$ cat src/rtl/ahbseq_pkg.sv
`timescale 1ns/1ps
package ahbseq_pkg;

    typedef enum logic [1:0] {
        TR_IDLE   = 2'b00,
        TR_BUSY   = 2'b01,
        TR_NONSEQ = 2'b10,
        TR_SEQ    = 2'b11
    } htrans_e;

    typedef enum logic [2:0] {
        ST_REST  = 3'd0,
        ST_BURST = 3'd1,
        ST_TAIL  = 3'd2,
        ST_FETCH = 3'd3,
        ST_FWAIT = 3'd4
    } seq_state_e;

    // Attributes of the address phase that becomes a data phase next
    typedef struct packed {
        logic active;
        logic write;
        logic fetch;
        logic last;
    } dphase_t;

endpackage

$ cat src/rtl/ahbseq_ctrl.sv
`timescale 1ns/1ps
module ahbseq_ctrl
    import ahbseq_pkg::*;
#(
    parameter int CW = 8
)
(
    input  logic          clk,
    input  logic          rst_n,
    input  logic          hready,
    input  logic          blk_req,
    input  logic          blk_write,
    input  logic [CW-1:0] blk_words,
    input  logic          fch_req,
    output htrans_e       trans,
    output logic          wr_en,
    output logic          load_blk,
    output logic          load_fch,
    output logic          step,
    output logic          ap_active,
    output logic          ap_fetch,
    output logic          ap_last,
    output logic [CW-1:0] ap_beat
);

    seq_state_e    state_q, state_d;
    logic [CW-1:0] remain_q;
    logic [CW-1:0] beat_q;
    logic          write_q;
    logic          is_last;
    logic          take_blk;

    assign is_last  = (remain_q == CW'(1));
    assign take_blk = (state_q == ST_REST) && blk_req;

    // Next-state selection
    always_comb begin
        state_d = state_q;
        unique case (state_q)
            ST_REST: begin
                if (blk_req)
                    state_d = ST_BURST;
                else if (fch_req)
                    state_d = ST_FETCH;
            end
            ST_BURST: begin
                if (is_last)
                    state_d = (write_q && fch_req) ? ST_FETCH : ST_TAIL;
            end
            ST_TAIL:  state_d = fch_req ? ST_FETCH : ST_REST;
            ST_FETCH: state_d = ST_FWAIT;
            ST_FWAIT: state_d = ST_REST;
            default:  state_d = ST_REST;
        endcase
    end

    // State register: advances only with an accepted cycle
    always_ff @(posedge clk or negedge rst_n) begin
        if (!rst_n)
            state_q <= ST_REST;
        else if (hready)
            state_q <= state_d;
    end

    // Beat bookkeeping for the running block
    always_ff @(posedge clk or negedge rst_n) begin
        if (!rst_n) begin
            remain_q <= '0;
            beat_q   <= '0;
            write_q  <= 1'b0;
        end else if (hready) begin
            if (take_blk) begin
                remain_q <= blk_words;
                beat_q   <= '0;
                write_q  <= blk_write;
            end else if (state_q == ST_BURST) begin
                remain_q <= remain_q - CW'(1);
                beat_q   <= beat_q + CW'(1);
            end
        end
    end

    // Address-phase outputs
    always_comb begin
        trans     = TR_IDLE;
        wr_en     = 1'b0;
        ap_active = 1'b0;
        ap_fetch  = 1'b0;
        ap_last   = 1'b0;
        unique case (state_q)
            ST_BURST: begin
                trans     = (beat_q == '0) ? TR_NONSEQ : TR_SEQ;
                wr_en     = write_q;
                ap_active = 1'b1;
                ap_last   = is_last;
            end
            ST_FETCH: begin
                trans     = TR_NONSEQ;
                ap_active = 1'b1;
                ap_fetch  = 1'b1;
            end
            default: ;
        endcase
    end

    assign ap_beat  = beat_q;
    assign load_blk = hready && take_blk;
    assign load_fch = hready && (state_d == ST_FETCH) && (state_q != ST_FETCH);
    assign step     = hready && (state_q == ST_BURST) && !is_last;

    // Input assumption: an accepted block carries at least one word
    words_nonzero_chk: assert property (@(posedge clk) disable iff (!rst_n)
        (state_q == ST_REST && blk_req) |-> (blk_words != '0));


    tail_idle_chk: assert property (@(posedge clk) disable iff (!rst_n)
        (hready && state_q == ST_BURST && is_last && !(write_q && fch_req))
        |=> (trans == TR_IDLE));


    store_merge_chk: assert property (@(posedge clk) disable iff (!rst_n)
        (hready && state_q == ST_BURST && is_last && write_q && fch_req)
        |=> (trans == TR_NONSEQ && !wr_en));


    fetch_idle_chk: assert property (@(posedge clk) disable iff (!rst_n)
        (hready && state_q == ST_FETCH) |=> (trans == TR_IDLE));

endmodule

$ cat src/rtl/ahbseq_addr.sv
`timescale 1ns/1ps
module ahbseq_addr
#(
    parameter int AW = 32,
    parameter int DW = 32
)
(
    input  logic          clk,
    input  logic          rst_n,
    input  logic          load_blk,
    input  logic          load_fch,
    input  logic          step,
    input  logic [AW-1:0] blk_addr,
    input  logic [AW-1:0] fch_addr,
    output logic [AW-1:0] haddr
);

    localparam int WB  = DW / 8;
    localparam int LSB = $clog2(WB);

    logic [AW-1:0] addr_q;

    function automatic logic [AW-1:0] word_align(input logic [AW-1:0] a);
        return {a[AW-1:LSB], {LSB{1'b0}}};
    endfunction

    always_ff @(posedge clk or negedge rst_n) begin
        if (!rst_n)
            addr_q <= '0;
        else if (load_blk)
            addr_q <= word_align(blk_addr);
        else if (load_fch)
            addr_q <= word_align(fch_addr);
        else if (step)
            addr_q <= addr_q + AW'(WB);
    end

    assign haddr = addr_q;

endmodule

$ cat src/rtl/ahbseq_dphase.sv
`timescale 1ns/1ps
module ahbseq_dphase
    import ahbseq_pkg::*;
#(
    parameter int DW = 32,
    parameter int CW = 8
)
(
    input  logic          clk,
    input  logic          rst_n,
    input  logic          hready,
    input  logic          ap_active,
    input  logic          ap_write,
    input  logic          ap_fetch,
    input  logic          ap_last,
    input  logic [CW-1:0] ap_beat,
    input  logic [DW-1:0] wr_data,
    input  logic [DW-1:0] hrdata,
    output logic [DW-1:0] hwdata,
    output logic [CW-1:0] wr_beat,
    output logic          rd_valid,
    output logic          rd_fetch,
    output logic [DW-1:0] rd_data,
    output logic          blk_ack
);

    dphase_t       dp_q;
    logic [CW-1:0] beat_q;

    always_ff @(posedge clk or negedge rst_n) begin
        if (!rst_n) begin
            dp_q   <= '0;
            beat_q <= '0;
        end else if (hready) begin
            dp_q   <= '{active: ap_active, write: ap_write,
                        fetch: ap_fetch, last: ap_last};
            beat_q <= ap_beat;
        end
    end

    assign wr_beat  = beat_q;
    assign hwdata   = (dp_q.active && dp_q.write) ? wr_data : '0;
    assign rd_valid = dp_q.active && !dp_q.write && hready;
    assign rd_fetch = dp_q.fetch;
    assign rd_data  = hrdata;
    assign blk_ack  = dp_q.active && dp_q.last && hready;


    ack_gap_chk: assert property (@(posedge clk) disable iff (!rst_n)
        blk_ack |=> !blk_ack);

endmodule

$ cat src/rtl/ahbseq_top.sv
`timescale 1ns/1ps
module ahbseq_top
    import ahbseq_pkg::*;
#(
    parameter int AW = 32,
    parameter int DW = 32,
    parameter int CW = 8
)
(
    input  logic          clk,
    input  logic          rst_n,
    input  logic          blk_req,
    input  logic          blk_write,
    input  logic [AW-1:0] blk_addr,
    input  logic [CW-1:0] blk_words,
    output logic          blk_ack,
    output logic [CW-1:0] wr_beat,
    input  logic [DW-1:0] wr_data,
    input  logic          fch_req,
    input  logic [AW-1:0] fch_addr,
    output logic          rd_valid,
    output logic          rd_fetch,
    output logic [DW-1:0] rd_data,
    output logic [1:0]    htrans,
    output logic [AW-1:0] haddr,
    output logic          hwrite,
    output logic [DW-1:0] hwdata,
    input  logic [DW-1:0] hrdata,
    input  logic          hready
);

    localparam int WB = DW / 8;

    htrans_e       trans_w;
    logic          wr_en_w;
    logic          load_blk_w, load_fch_w, step_w;
    logic          ap_active_w, ap_fetch_w, ap_last_w;
    logic [CW-1:0] ap_beat_w;

    ahbseq_ctrl #(.CW(CW)) u_ctrl (
        .clk       (clk),
        .rst_n     (rst_n),
        .hready    (hready),
        .blk_req   (blk_req),
        .blk_write (blk_write),
        .blk_words (blk_words),
        .fch_req   (fch_req),
        .trans     (trans_w),
        .wr_en     (wr_en_w),
        .load_blk  (load_blk_w),
        .load_fch  (load_fch_w),
        .step      (step_w),
        .ap_active (ap_active_w),
        .ap_fetch  (ap_fetch_w),
        .ap_last   (ap_last_w),
        .ap_beat   (ap_beat_w)
    );

    ahbseq_addr #(.AW(AW), .DW(DW)) u_addr (
        .clk      (clk),
        .rst_n    (rst_n),
        .load_blk (load_blk_w),
        .load_fch (load_fch_w),
        .step     (step_w),
        .blk_addr (blk_addr),
        .fch_addr (fch_addr),
        .haddr    (haddr)
    );

    ahbseq_dphase #(.DW(DW), .CW(CW)) u_dphase (
        .clk       (clk),
        .rst_n     (rst_n),
        .hready    (hready),
        .ap_active (ap_active_w),
        .ap_write  (wr_en_w),
        .ap_fetch  (ap_fetch_w),
        .ap_last   (ap_last_w),
        .ap_beat   (ap_beat_w),
        .wr_data   (wr_data),
        .hrdata    (hrdata),
        .hwdata    (hwdata),
        .wr_beat   (wr_beat),
        .rd_valid  (rd_valid),
        .rd_fetch  (rd_fetch),
        .rd_data   (rd_data),
        .blk_ack   (blk_ack)
    );

    assign htrans = trans_w;
    assign hwrite = wr_en_w;


    seq_addr_chk: assert property (@(posedge clk) disable iff (!rst_n)
        (hready && htrans != 2'b00)
        |=> (htrans != 2'b11 || haddr == $past(haddr) + AW'(WB)));


    stall_hold_chk: assert property (@(posedge clk) disable iff (!rst_n)
        !hready |=> ($stable(htrans) && $stable(haddr) && $stable(hwrite)));


    hwrite_active_chk: assert property (@(posedge clk) disable iff (!rst_n)
        hwrite |-> (htrans != 2'b00));

endmodule

$ cat config.mk
export PLATFORM = sky130hd
export DESIGN_NAME = ahbseq_top
export DESIGN_NICKNAME = d
export VERILOG_FILES = /design/src/rtl/ahbseq_pkg.sv /design/src/rtl/ahbseq_ctrl.sv /design/src/rtl/ahbseq_addr.sv /design/src/rtl/ahbseq_dphase.sv /design/src/rtl/ahbseq_top.sv
export SDC_FILE = /design/constraint.sdc
export NUM_CORES = 1
export LEC_CHECK = 0
export ABC_AREA = 1
export BUFFER_PORTS_ARGS = -buffer_cell sky130_fd_sc_hd__buf_2
export CORE_UTILIZATION = 25
export DETAILED_ROUTE_END_ITERATION = 8
export PLACE_DENSITY_LB_ADDON = 0.3
export SYNTH_ARGS = -nofsm -noshare
export SYNTH_HDL_FRONTEND = slang
export SYNTH_SLANG_ARGS = --single-unit
$ cat constraint.sdc
create_clock -name clk -period 1.8 [get_ports clk]
set_clock_uncertainty 0.2 [all_clocks]
set_input_delay 0.27 -clock clk [delete_from_list [all_inputs] [get_ports clk]]
set_output_delay 0.27 -clock clk [all_outputs]
set_load 0.03 [all_outputs]
==> summary by stage, run 1 <==
Synth
In the synthesized netlist the dominant register cell turns out to be sky130_fd_sc_hd__dfrtp_1. Counting distinct cell types in the post-synthesis netlist gives 31. The number of standard cells after synthesis is 794.

The proportion of synthesized chip area in sequential cells is 0.322. After synthesis the netlist holds a flip-flop and latch count of 62. The Yosys step of the flow raised 0 warnings. The cell area that synthesis handed to floorplanning was 4820 um2.

The number of synthesized flops with an enable pin is 0. The mean instance size in the synthesized netlist is 6.07 um2. Counting flops with an async set or reset pin after synthesis yields a share of 1.00.

Drt
In this run the remaining antenna-violating nets after routing total 0. The number of DRC violations after detailed routing is 0. The via density per instance is 4.44. The detailed router finished its first iteration with 250 violations. After detailed routing, the average wire length per cell comes to 13.6 um. The first-pass iteration count of the detailed router is 4. The total length of routed wires is 17100 um. The vias after detailed routing is 5597.

Finish
The most common cell after layout, fill and taps aside is sky130_fd_sc_hd__nand2_1. Relative to the synthesized area, the layout overhead comes to 51.8%. The layout filler cell count is 2048. Once layout is done, the placed cells without fillers occupy 7310 um2. The top cell types in the final layout, fill and taps aside, are 238 x sky130_fd_sc_hd__nand2_1, 150 x sky130_fd_sc_hd__buf_2, 144 x sky130_fd_sc_hd__nor2_1, 104 x sky130_fd_sc_hd__buf_4, 74 x sky130_fd_sc_hd__nand3_1. In the final design database the tool counted 1168 nets.

In the final layout, flip-flops and latches occupy 1560 um2. The share of final-layout standard cells stronger than drive strength 1 is 0.364. In the final layout, the multi-input gates occupy 2900 um2.

Worst setup path
The critical path in this run is classified as flop to flop. The worst-path maximum fanout is 15. STA puts the critical path data arrival time at 1900 ps. The startpoint type of the worst setup path is a flop. Data on the critical path is required at its endpoint by 1830 ps. The element type at the critical path end is a flop.

Clock tree
The clock network latency to the later pin of the worst-skew pair is 340 ps. Clock-pin slew was measured on the worst setup and hold paths at 60 ps. In this run the number of H-tree levels came out at 3. The total clock sinks is 62.

TritonCTS built the clock tree. The root buffer cell is sky130_fd_sc_hd__clkbuf_16. Counting along the longest clock path gives a buffer depth of 2. Counting the buffers created by CTS gives 9.

Power
The total power per unit cell area is 1400 nW/um2. The maximum resistive drop on vdd is 0.518 mV. Summing internal, switching and leakage power gives 0.0103 W.

The static leakage power is 3.94 nW.

Timing
The max-slew violation total from the final report was 0. Timing would allow up to 0.536 GHz. Across all setup checks in the final design, the least slack found is -66.0 ps.

The worst path in the final design needs a cycle of 1870 ps, including I/O delays and setup. In the finished design, the share of the clock period the worst path needs comes to 1.04. Setup repair after global routing could not meet its margin everywhere. The hold violation count in the final report is 0. The count of final setup violators is 31.

Placement
Detailed placement ended at an HPWL of 12800 um. Input and output buffers added on the ports amount to 181. Routability-driven placement finished with a final weighted congestion of 0.891. The total cell area at the placement stage is 6320 um2.

Worst hold path
In this run the worst hold path is classified as primary input to flop.

Floorplan
The cell row count is 50. After floorplanning, the core was sized to cover 18800 um2. The full die area is 19800 um2. The count of boundary I/O pins is 252. The initial core utilization is 0.257. The y dimension of the die is 141 um. The x dimension of the die is 141 um.

Global route
Entering global routing, the biggest net connects 33 pins. The total congestion overflow is 0. The first global-routing pass estimated 26500 um of wire. The aggregate global-route resource usage is 0.170. The initial antenna violation count is 1. The via count of the first global-routing pass is 5144.

Run status
The checks that failed: negative setup slack. The run finished, with violations left.

Job
The number of maximum-capacitance violations is 0.
[cells by family after synthesis]
logic type,after synthesis,share of synthesized area
simple gates,524,0.438
other cells,1,0.000779
fa+ha+maj,5,0.0130
buf+inv,143,0.144
flops,62,0.322
xor+xnor,18,0.0327
compound gates,41,0.0494
[state kept, by name, summed over array words and instances (netlist names)]
register and flops:
u_ctrl.ap_beat 8, u_ctrl.state_q 3, u_addr.haddr 30, u_dphase.rd_fetch 1
u_ctrl.remain_q 8, u_dphase.dp_q 3, u_dphase.wr_beat 8, u_ctrl.write_q 1
[synthesized netlist by cell type (all sizes together) (4+ instances only)]
master / count / share of area
clkbuf: 9 / 0.0073
o21ai: 24 / 0.025
dfrtp: 62 / 0.32
nor3: 8 / 0.0083
xnor2: 6 / 0.011
ha: 5 / 0.013
nor2: 167 / 0.13
o211ai: 5 / 0.0078
xor2: 12 / 0.022
buf: 56 / 0.076
inv: 78 / 0.061
a21oi: 4 / 0.0049
nand3: 83 / 0.086
nand2: 264 / 0.21
[worst max-delay path, stage by stage (launching register included)]
cell                      delay [ps]
sky130_fd_sc_hd__dfrtp_1         370
sky130_fd_sc_hd__inv_2            70
sky130_fd_sc_hd__ha_4            130
sky130_fd_sc_hd__nand2_4          50
sky130_fd_sc_hd__nor2_4          100
sky130_fd_sc_hd__nand3_2         110
sky130_fd_sc_hd__a21oi_4         170
sky130_fd_sc_hd__nand2_4         130
sky130_fd_sc_hd__buf_16          180
sky130_fd_sc_hd__nand2_1          60
sky130_fd_sc_hd__nand3_1          60
sky130_fd_sc_hd__nand2_1          60
sky130_fd_sc_hd__nand2_1          50
[power breakdown]
part           internal, W  switching [W]  total, W
logic              0.00233        0.00348   0.00581
registers          0.00195       0.000565   0.00251
clock network      0.00121       0.000716   0.00193
[repair_timing]
action	in CTS	in global routing
hold endpoints to repair	66	0
setup endpoints to repair	37	78
resized for setup	53	107
hold buffers	5	0
pin swaps	14	12
cloned	2	2
setup buffers	7	4
[metal layers]
metal	up-vias	global-route usage	part of all wire
li1	2863	-	-
met5	-	0	0
met2	137	0.262	0.45
met3	22	0.0302	0.047
met1	2575	0.238	0.49
met4	0	0.0595	0.012
[area by class of cell]
| class | instances | area share |
|---|---|---|
| Clock buffer | 9 | 0.0308 |
| Clock inverter | 7 | 0.0135 |
| Multi-Input combinational cell | 590 | 0.397 |
| Tap cell | 234 | 0.0401 |
| Timing Repair Buffer | 280 | 0.265 |
| Sequential cell | 62 | 0.213 |
| Antenna cell | 1 | 0.000342 |
| Inverter | 78 | 0.0407 |
[worst paths after layout]
path | start | cells after the start | slack, ps | end
worst max-delay path | u_ctrl.remain_q[1] | 12 | -70 | u_addr.haddr[2]
worst min-delay path | blk_words[7] | 3 | 5 | u_ctrl.remain_q[7]
worst max register to register | u_ctrl.remain_q[1] | 12 | -70 | u_addr.haddr[2]
worst min register to register | u_dphase.wr_beat[7] | 2 | 270 | u_dphase.wr_beat[7]
max in group asynchronous | rst_n | 3 | 740 | u_ctrl.state_q[0]
min in group asynchronous | rst_n | 3 | 290 | u_addr.haddr[22]
[per-stage QoR]
stage	hold slack (ps)	setup TNS, ps	utilization	instances	worst slack [ps]
2_1_floorplan	-226	0	-	795	4.62
3_3_place_gp	144	-3240	0.337	1225	-123
3_5_place_dp	143	-4430	0.337	1225	-165
4_1_cts	1.75	-2820	0.373	1255	-101
5_1_grt	16.9	-5160	0.389	1261	-183
6_report	5.04	-1630	0.389	1261	-66.0
Note: power is estimated with default switching activity, not from simulation.
==> run 2, diff against run 1 <==
CTS_BUF_LIST = sky130_fd_sc_hd__clkbuf_4 sky130_fd_sc_hd__clkbuf_8   (was default)
==> run 2 against run 1 <==
Effect of this change:
- the flow still finishes with violations (negative setup slack)
- critical path depth unchanged
- critical endpoint is now u_addr.haddr[17]
- combinational power increased by 4.0%
- critical path type unchanged
- clock power decreased by 26%
- sequential power hardly changed
- worst setup slack worse by 66 ps
==> summary by stage, run 2 (synthesis gave the netlist of run 1 again) <==
Run status
The flow ran to the end, but the final reports show violations. The checks that failed: negative setup slack.

Floorplan
The initial core utilization was 0.257 (unchanged). The floorplan core area came to 18800 um2 (unchanged). The x dimension of the die is 141 um (unchanged).

The full die area is 19800 um2 (unchanged). The cell row count is 50 (unchanged). The count of boundary I/O pins is 252 (unchanged). The y dimension of the die is 141 um (unchanged).

Clock tree
The total clock sinks was 62 (unchanged). TritonCTS built the clock tree. The CTS buffer count is 9 (unchanged).

The clock transition time at the flip-flop clock pins of the worst setup and hold paths is 80 ps (+20 ps). The clock network latency to the later pin of the worst-skew pair is 360 ps (+20 ps). The deepest clock path buffer count is 2 (unchanged). The H-tree depth reported by CTS is 3 (unchanged). Clock tree synthesis selected as its root buffer the cell sky130_fd_sc_hd__clkbuf_8.

Worst hold path
In this run the worst hold path is classified as primary input to flop. The worst hold path begins at blk_addr[27].

Drt
The routed length on met2 is 8190 um (+6.1%). The wire length on met3 is 741 um (-8.7%). The post-detailed-route wirelength per cell came to 14.0 um (+3.2%). The number of DRC violations after detailed routing is 0 (unchanged).

The routed length on met1 came to 8500 um (+1.5%). The first-pass iteration count of the detailed router is 4 (unchanged). The remaining number of nets flagged by the antenna check after routing is 0 (unchanged). The count of routing violations after the opening detailed-route iteration is 281 (+12%). The total length of routed wires is 17700 um (+3.6%). The highest metal layer carrying signal wires in the routed design is met4. The vias after detailed routing is 5668 (+1.3%). The via density per instance is 4.48 (+0.87%).

Worst setup path
The startpoint type of the worst setup path is a flop. The setup slack on the worst flop-to-flop path is -130 ps (-70 ps). The worst setup path endpoint is u_addr.haddr[17]. The arrival time at the worst endpoint is 1990 ps (+90 ps). The critical path data required time was 1860 ps (+30 ps). The largest individual stage delay along the critical path comes from the cell sky130_fd_sc_hd__dfrtp_1. The worst-path maximum fanout came to 8 (-7).

In this design, the critical path's most frequently occurring cell is sky130_fd_sc_hd__nand2_1. The critical path goes through inv_2 -> ha_4 -> nand2_4 -> nor2_4 -> nand3_2 -> a21oi_4 -> nand2_4 -> clkbuf_16 -> nand2_1 -> nand3_1 -> nand2_1 -> nand2_1. The endpoint identified for the worst register-to-register timing path is u_addr.haddr[17]. The start of the worst register-to-register path is u_ctrl.remain_q[1]. The element type at the critical path end is a flop.

The critical path starts at u_ctrl.remain_q[1]. The longest individual stage delay on the worst path was 380 ps (about the same). The category of the critical setup timing path is flop to flop. The cell depth of the worst flop-to-flop path is 12 (unchanged).

Job
The number of maximum-capacitance violations is 0 (unchanged).

Global route
The via count of the first global-routing pass is 5040 (-2.0%). The wire length of the first global-routing pass came to 25600 um (-3.6%). The aggregate global-route resource usage is 0.164 (-0.00673).

The initial antenna violation count was 1 (unchanged). The maximum number of pins on one net before global-route repair came to 33 (unchanged). The total congestion overflow is 0 (unchanged).

Finish
The final net count is 1173 (+0.43%). The flip-flop count of the largest register, all copies and words added is 30 (unchanged). The layout-stage area growth over the synthesis result is 56.0%. The library cells used most frequently in the layout, excluding fill and tap cells, are 240 x sky130_fd_sc_hd__nand2_1, 145 x sky130_fd_sc_hd__buf_2, 119 x sky130_fd_sc_hd__nor2_1, 79 x sky130_fd_sc_hd__buf_4, 76 x sky130_fd_sc_hd__nand3_1. The final non-filler cell area is 7510 um2 (+2.8%). The share of the core filled with cells in the final layout is 0.400 (+0.0109). The most common cell after layout, fill and taps aside is sky130_fd_sc_hd__nand2_1.

The share of final-layout standard cells stronger than drive strength 1 came to 0.382 (+0.0186).

Timing
The shortest period the worst path allows is 1930 ps (+66.2 ps). The count of final setup violators is 36 (+16%). The slack of the critical path was -132 ps (-66.2 ps). The share of the clock period used by the worst path after layout is 1.07 (+0.0368). The max-slew violation total from the final report came to 0 (unchanged). Setup repair after global routing could not meet its margin everywhere. The maximum achievable frequency was 0.518 GHz (-3.4%).

The final hold slack is 30.8 ps (+25.7 ps). The final total negative setup slack is -3030 ps (-1400 ps). The hold violation count in the final report is 0 (unchanged).

Placement
The total cell area at the placement stage came to 6320 um2 (unchanged). The count of buffers inserted at the top-level ports is 181 (unchanged). The worst setup slack before clock tree synthesis was -165 ps (unchanged).

The final estimated routing congestion in global placement is 0.891 (unchanged). The post-detailed-placement half-perimeter wirelength is 12800 um (unchanged).

Power
The total power per unit cell area is 1330 nW/um2 (-5.4%). The maximum resistive drop on vdd was 0.443 mV (-14%). The static leakage power is 3.96 nW (+0.57%).
[run 2: per-layer routing]
layer | track usage | vias up
li1 | - | 2879
met1 | 0.227 | 2615
met2 | 0.253 | 148
met3 | 0.0282 | 26
met4 | 0.0595 | 0
met5 | 0 | -
[run 2: repair_timing]
item                                    4_1_cts  5_1_grt
pin swaps                                     5       25
hold buffers                                  9        0
gates resized for setup                      23      212
endpoints found under the setup margin       44       79
cloned                                        0        7
setup buffers                                 4        5
hold endpoints to repair                     70        0
[run 2: layout make-up]
type / count / area [um2]
inverter: 78 / 295
antenna: 1 / 2.50
multi-input combinational: 590 / 3020
tap: 234 / 293
sequential: 62 / 1560
clock buffer: 9 / 124
timing repair buffer: 285 / 2130
clock inverter: 7 / 98.8
fill: 2017 / 11300
[run 2: critical path: cells and delay by family (launching register included)]
family	cells	cell delay, ps
AO/OA/AOI/OAI	1	230
AND/OR/NAND/NOR	8	620
adder cells (fa/ha/maj)	1	130
flip-flops	1	380
buffers and inverters	2	270
[run 2: where the power goes]
part           leakage, nW  internal, W  switching, W  total, W
clock               0.0977     0.000781      0.000654   0.00143
combinational         3.07      0.00246       0.00357   0.00604
sequential           0.790      0.00194      0.000558   0.00250
[run 2: worst min-delay path by stage]
stage | cells after the start | endpoint | slack, ps
after CTS | 5 | u_addr.haddr[27] | 20
after floorplan | 0 | u_addr.haddr[10] | -230
final | 5 | u_addr.haddr[27] | 30
after global placement | 2 | u_addr.haddr[23] | 140
after detailed placement | 2 | u_addr.haddr[22] | 140
after global routing | 5 | u_addr.haddr[22] | 40
[run 2: stage by stage]
stage	total power (W)	std cells
finish	0.00997	1266
global route	0.0107	1266
floorplan	0.00570	795
global placement	0.00756	1225
detailed placement	0.00760	1225
CTS	0.00930	1254
